## src/rtl/pcq_pkg.sv

```systemverilog
package pcq_pkg;
    localparam int CHAR_W = 9;
    localparam logic [7:0] CODE_END_OK  = 8'h00;
    localparam logic [7:0] CODE_END_ERR = 8'h01;

    typedef struct packed {
        logic       mark;
        logic [7:0] code;
    } pcq_char_t;
endpackage

```

## src/rtl/pcq_level.sv

```systemverilog
module pcq_level #(
    parameter int AW = 6
) (
    input  logic clk,
    input  logic rst,
    input  logic inc,
    input  logic dec,
    output logic full,
    output logic empty,
    output logic half
);
    localparam logic [AW:0] DEPTH = (AW+1)'(1) << AW;
    localparam logic [AW:0] HALF  = (AW+1)'(1) << (AW - 1);

    logic [AW:0] cnt;

    always_ff @(posedge clk) begin
        if (rst) begin
            cnt <= '0;
        end else if (inc && !dec) begin
            cnt <= cnt + 1'b1;
        end else if (dec && !inc) begin
            cnt <= cnt - 1'b1;
        end
    end

    assign full  = (cnt == DEPTH);
    assign empty = (cnt == '0);
    assign half  = (cnt >= HALF);
endmodule

```

## src/rtl/pcq_fifo.sv

```systemverilog
module pcq_fifo
    import pcq_pkg::*;
#(
    parameter int AW = 6
) (
    input  logic      clk,
    input  logic      rst,
    input  logic      push,
    input  pcq_char_t push_data,
    input  logic      pop,
    output logic      can_push,
    output logic      has_data,
    output logic      half,
    output pcq_char_t head
);
    localparam int DEPTH = 1 << AW;

    pcq_char_t     mem [DEPTH];
    logic [AW-1:0] wp;
    logic [AW-1:0] rp;
    logic          full;
    logic          empty;
    logic          push_ok;
    logic          pop_ok;

    assign push_ok = push && !full;
    assign pop_ok  = pop && !empty;

    pcq_level #(.AW(AW)) u_level (
        .clk   (clk),
        .rst   (rst),
        .inc   (push_ok),
        .dec   (pop_ok),
        .full  (full),
        .empty (empty),
        .half  (half)
    );

    always_ff @(posedge clk) begin
        if (push_ok) begin
            mem[wp] <= push_data;
        end
    end

    always_ff @(posedge clk) begin
        if (rst) begin
            wp <= '0;
            rp <= '0;
        end else begin
            if (push_ok) wp <= wp + 1'b1;
            if (pop_ok)  rp <= rp + 1'b1;
        end
    end

    assign can_push = !full;
    assign has_data = !empty;
    assign head     = mem[rp];
endmodule

```

## src/rtl/pkt_char_queue.sv

```systemverilog
module pkt_char_queue
    import pcq_pkg::*;
#(
    parameter int DEPTH_LOG2 = 6
) (
    input  logic       clk,
    input  logic       rst,
    input  logic       app_wr_en,
    input  logic       app_wr_mark,
    input  logic [7:0] app_wr_byte,
    output logic       app_wr_rdy,
    output logic       app_wr_half,
    output logic       app_rd_vld,
    output logic       app_rd_mark,
    output logic [7:0] app_rd_byte,
    input  logic       app_rd_take,
    output logic       app_rd_half,
    output logic       lnk_tx_vld,
    output logic       lnk_tx_mark,
    output logic [7:0] lnk_tx_byte,
    input  logic       lnk_tx_take,
    input  logic       lnk_rx_push,
    input  logic       lnk_rx_mark,
    input  logic [7:0] lnk_rx_byte,
    output logic       lnk_rx_ovf
);
    pcq_char_t tx_in, tx_head, rx_in, rx_head;
    logic      rx_room;

    assign tx_in = '{mark: app_wr_mark, code: app_wr_byte};
    assign rx_in = '{mark: lnk_rx_mark, code: lnk_rx_byte};

    // application -> link direction
    pcq_fifo #(.AW(DEPTH_LOG2)) u_tx (
        .clk       (clk),
        .rst       (rst),
        .push      (app_wr_en),
        .push_data (tx_in),
        .pop       (lnk_tx_take),
        .can_push  (app_wr_rdy),
        .has_data  (lnk_tx_vld),
        .half      (app_wr_half),
        .head      (tx_head)
    );

    // link -> application direction
    pcq_fifo #(.AW(DEPTH_LOG2)) u_rx (
        .clk       (clk),
        .rst       (rst),
        .push      (lnk_rx_push),
        .push_data (rx_in),
        .pop       (app_rd_take),
        .can_push  (rx_room),
        .has_data  (app_rd_vld),
        .half      (app_rd_half),
        .head      (rx_head)
    );

    assign lnk_tx_mark = tx_head.mark;
    assign lnk_tx_byte = tx_head.code;
    assign app_rd_mark = rx_head.mark;
    assign app_rd_byte = rx_head.code;
    assign lnk_rx_ovf  = lnk_rx_push && !rx_room;
endmodule

```

## config.mk

```make
export PLATFORM = sky130hd
export DESIGN_NAME = pkt_char_queue
export DESIGN_NICKNAME = d
export VERILOG_FILES = /design/src/rtl/pcq_pkg.sv /design/src/rtl/pcq_level.sv /design/src/rtl/pcq_fifo.sv /design/src/rtl/pkt_char_queue.sv
export SDC_FILE = /design/constraint.sdc
export NUM_CORES = 1
export LEC_CHECK = 0
export BUFFER_PORTS_ARGS = -buffer_cell sky130_fd_sc_hd__buf_2
export CORE_UTILIZATION = 40
export CTS_BUF_LIST = sky130_fd_sc_hd__clkbuf_16
export DETAILED_ROUTE_END_ITERATION = 10
export PLACE_DENSITY_LB_ADDON = 0.3
export SETUP_SLACK_MARGIN = 0.2
export SLEW_MARGIN = 30
export SYNTH_ARGS = -nofsm -noshare
export SYNTH_HDL_FRONTEND = slang
export SYNTH_HIERARCHICAL = 1
export SYNTH_SLANG_ARGS = --single-unit
```

## constraint.sdc

```tcl
create_clock -name clk -period 3.1 [get_ports clk]
set_input_delay 0.155 -clock clk [delete_from_list [all_inputs] [get_ports clk]]
set_output_delay 0.155 -clock clk [all_outputs]
set_load 0.02 [all_outputs]
```

==> metrics <==
status finished, violations left; violated checks negative setup slack; WHS 0.04186 ns; Final Max Slew Viols 0; Pre-antenna DRT Iters 5; Die X 345.0 um; clock sinks 1202; routability cong. 0.8875; Distinct cells, synth 57; clock tree buffer depth 3; mapped cell area 0.04707 mm2; Post-DP HPWL 66.46 mm; TritonCTS clock tree built; clock skew 0.05982 ns; Seq/Total Area, Yosys 0.7562; total number of vias 23.78k; Final min period 3.116 ns; TritonCTS Buffers 121; # rows 125; Reg clk slew, reported paths 0.06 ns; die area 0.1190 mm2; RSZ-0062 raised after global routing true; endpoints failing setup 4; Final ANT Viol Nets 0; WP data required 2.94 ns; DP Worst Slack 0.1032 ns; Synth Register Bits 1202; fin cells 4248; IO Port Bufs 47; syn nets 2367; die height 345.0 um; f_max 0.3209 GHz; root buf cell clkbuf_16; ys async rst share 0; P_leak 17.74 nW; Primary FF master, synth edfxtp_1; slew margin rel. 0.3697; Core Area 0.1164 mm2; remaining global-route overflow 0; WP data arrival 2.96 ns; largest family of logic cells by synthesized area multiplexers; placed cells 3941; Tot GR Track Use 0.1856; first-pass GRT wire length 164.2 mm; Max-cap violations 0; Post-synth EDFFs 1152; area growth from synthesis to layout 20.13%; post-synthesis xor/xnor area fraction 0.004466; final period utilization 1.005; largest net degree at the start of global routing 65; effective utilization at floorplan 0.4045; TNS Setup -0.05273 ns; share of cells above drive strength 1 0.3603; Post-Synth Simple-Gate Area 0.03450; clock latency on the worst-skew pair 0.71 ns; # nets final 2661; DR WL/cell 26.11 um; I/O pins 48; Gate Count Post-Synth 2325; syn_area_per_cell 20.24 um2; mux cell area share after synthesis 0.1523; WS Path Type reg -> out; Final Hold Fails 0; Final WS setup -0.01613 ns; critical path startpoint category flip-flop; Util after Layout 0.4859; DR vias/cell 5.598; post-synthesis adder-cell area fraction 0.005104; complex-gate fraction of the synthesized area 0.02961; Post-Route WL 110.9 mm; Least-Margin Pin Slew 0.9454 ns; initial antenna violation count 2; Remaining DRCs 0; drt first-iter violations 2134; CP max FO 7; Crit. End Element output port; CTS H-tree lvls 3; number of global-route vias before repair 24.52k; worst vdd ir 533.2 uV; pwr dens 753.7 mW/mm2; synth warn 6; Hold Crit Class in -> reg
## critical path, stage by stage, from the launching register on
cell	delay [ns]
dfxtp_4	0.38
buf_12	0.14
buf_16	0.17
buf_4	0.14
mux4_2	0.52
mux2i_4	0.20
o22ai_2	0.14
o21ai_2	0.22
o41ai_2	0.13
buf_4	0.20
## cells by family after synthesis
family,count (synthesis)
fa+ha+maj,18
flops,1202
buf+inv,158
compound gates,190
xor+xnor,24
simple gates,360
mux,373
## what timing repair did
item | in CTS | in global routing
gates cloned | 16 | 3
pin swaps | 29 | 23
gates resized for setup | 229 | 74
setup endpoints to repair | 102 | 253
hold buffers | 5 | 2
setup buffers | 41 | 12
endpoints found under the hold margin | 117 | 51
## cell usage in the layout, fill, tap and decap left out, drive strengths merged, types with 16 or more instances in the layout
| cell type | instances |
|---|---|
| a22oi | 28 |
| nor2 | 203 |
| o22ai | 44 |
| nor2b | 17 |
| ha | 16 |
| clkbuf | 127 |
| mux2i | 95 |
| inv | 33 |
| a211oi | 33 |
| edfxtp | 1152 |
| o31ai | 16 |
| dfxtp | 50 |
| clkinv | 66 |
| xor2 | 19 |
| buf | 299 |
| mux4 | 274 |
| nand2 | 65 |
## final cells by class
| class | instances | area [um2] |
|---|---|---|
| Fill cell | 9359 | 59820 |
| Sequential cell | 1202 | 35620 |
| Multi-Input combinational cell | 965 | 11650 |
| Timing Repair Buffer | 313 | 3301 |
| Clock buffer | 124 | 3103 |
| Tap cell | 1524 | 1907 |
| Clock inverter | 103 | 892.1 |
| Inverter | 16 | 63.81 |
| Antenna cell | 1 | 2.502 |
## registers in the layout (all words and copies together), names as in the netlist, named ones only
| name | count |
|---|---|
| u_rx/mem | 576 |
| u_tx/mem | 576 |
| u_rx/u_level/cnt | 7 |
| u_tx/u_level/cnt | 7 |
| u_rx/rp | 6 |
| u_rx/wp | 6 |
| u_tx/rp | 6 |
| u_tx/wp | 6 |
## through the flow
stage	power [mW]	area, um2
after floorplan	23.91	47070
after global placement	26.04	50070
after detailed placement	26.20	50090
after CTS	42.53	56000
after global routing	44.03	56540
final	42.61	56540
## cell usage after synthesis, types with 7 or more instances
master       n  area, um2
nand4_1      7      43.79
xor2_1      19      166.4
o31ai_1     15      112.6
a22oi_1     28      210.2
nor3_1      10      50.05
o22ai_1     44      275.3
dfxtp_1     50       1001
o21ai_0      9      45.04
a21oi_1     12      60.06
mux4_2     274       6171
or3_1        8      50.05
nor2_1     203      762.0
mux2i_1     95      950.9
buf_2       39      195.2
buf_6       14      157.7
inv_1       16      60.06
a211oi_1    31      232.7
edfxtp_1  1152      34590
buf_4       24      180.2
buf_1        8      30.03
nor2b_1     16      100.1
clkbuf_1    56      210.2
nand2b_1    11      68.82
o221ai_1    14      122.6
ha_1        16      200.2
a32o_1      14      140.1
nand2_1     65      244.0
## worst paths after layout
check	startpoint	to	slack (ns)	depth (start not counted)
setup reg to reg	u_rx/u_level/cnt[1]	u_rx/mem[58][7]	0.34	9
hold reg to reg	u_rx/rp[5]	u_rx/rp[5]	0.50	2
hold / removal	lnk_rx_byte[5]	u_rx/mem[24][5]	0.04	1
setup / recovery	flip-flop	lnk_tx_byte[2]	-0.02	9
## power by group
| group | leakage, nW | internal, mW | switching [mW] |
|---|---|---|---|
| registers | 10.8 | 18.0 | 0.219 |
| logic | 4.96 | 5.06 | 4.91 |
| clock network | 2.01 | 8.26 | 6.14 |
## layer usage
metal | global-route usage | vias to the layer above | part of all wire
li1 | - | 10170 | -
met1 | 0.2563 | 12650 | 0.42
met2 | 0.3041 | 784 | 0.50
met3 | 0.02553 | 176 | 0.054
met4 | 0.06204 | 0 | 0.028
met5 | 0 | - | 0
No activity file was read; power rests on OpenSTA's default activity.
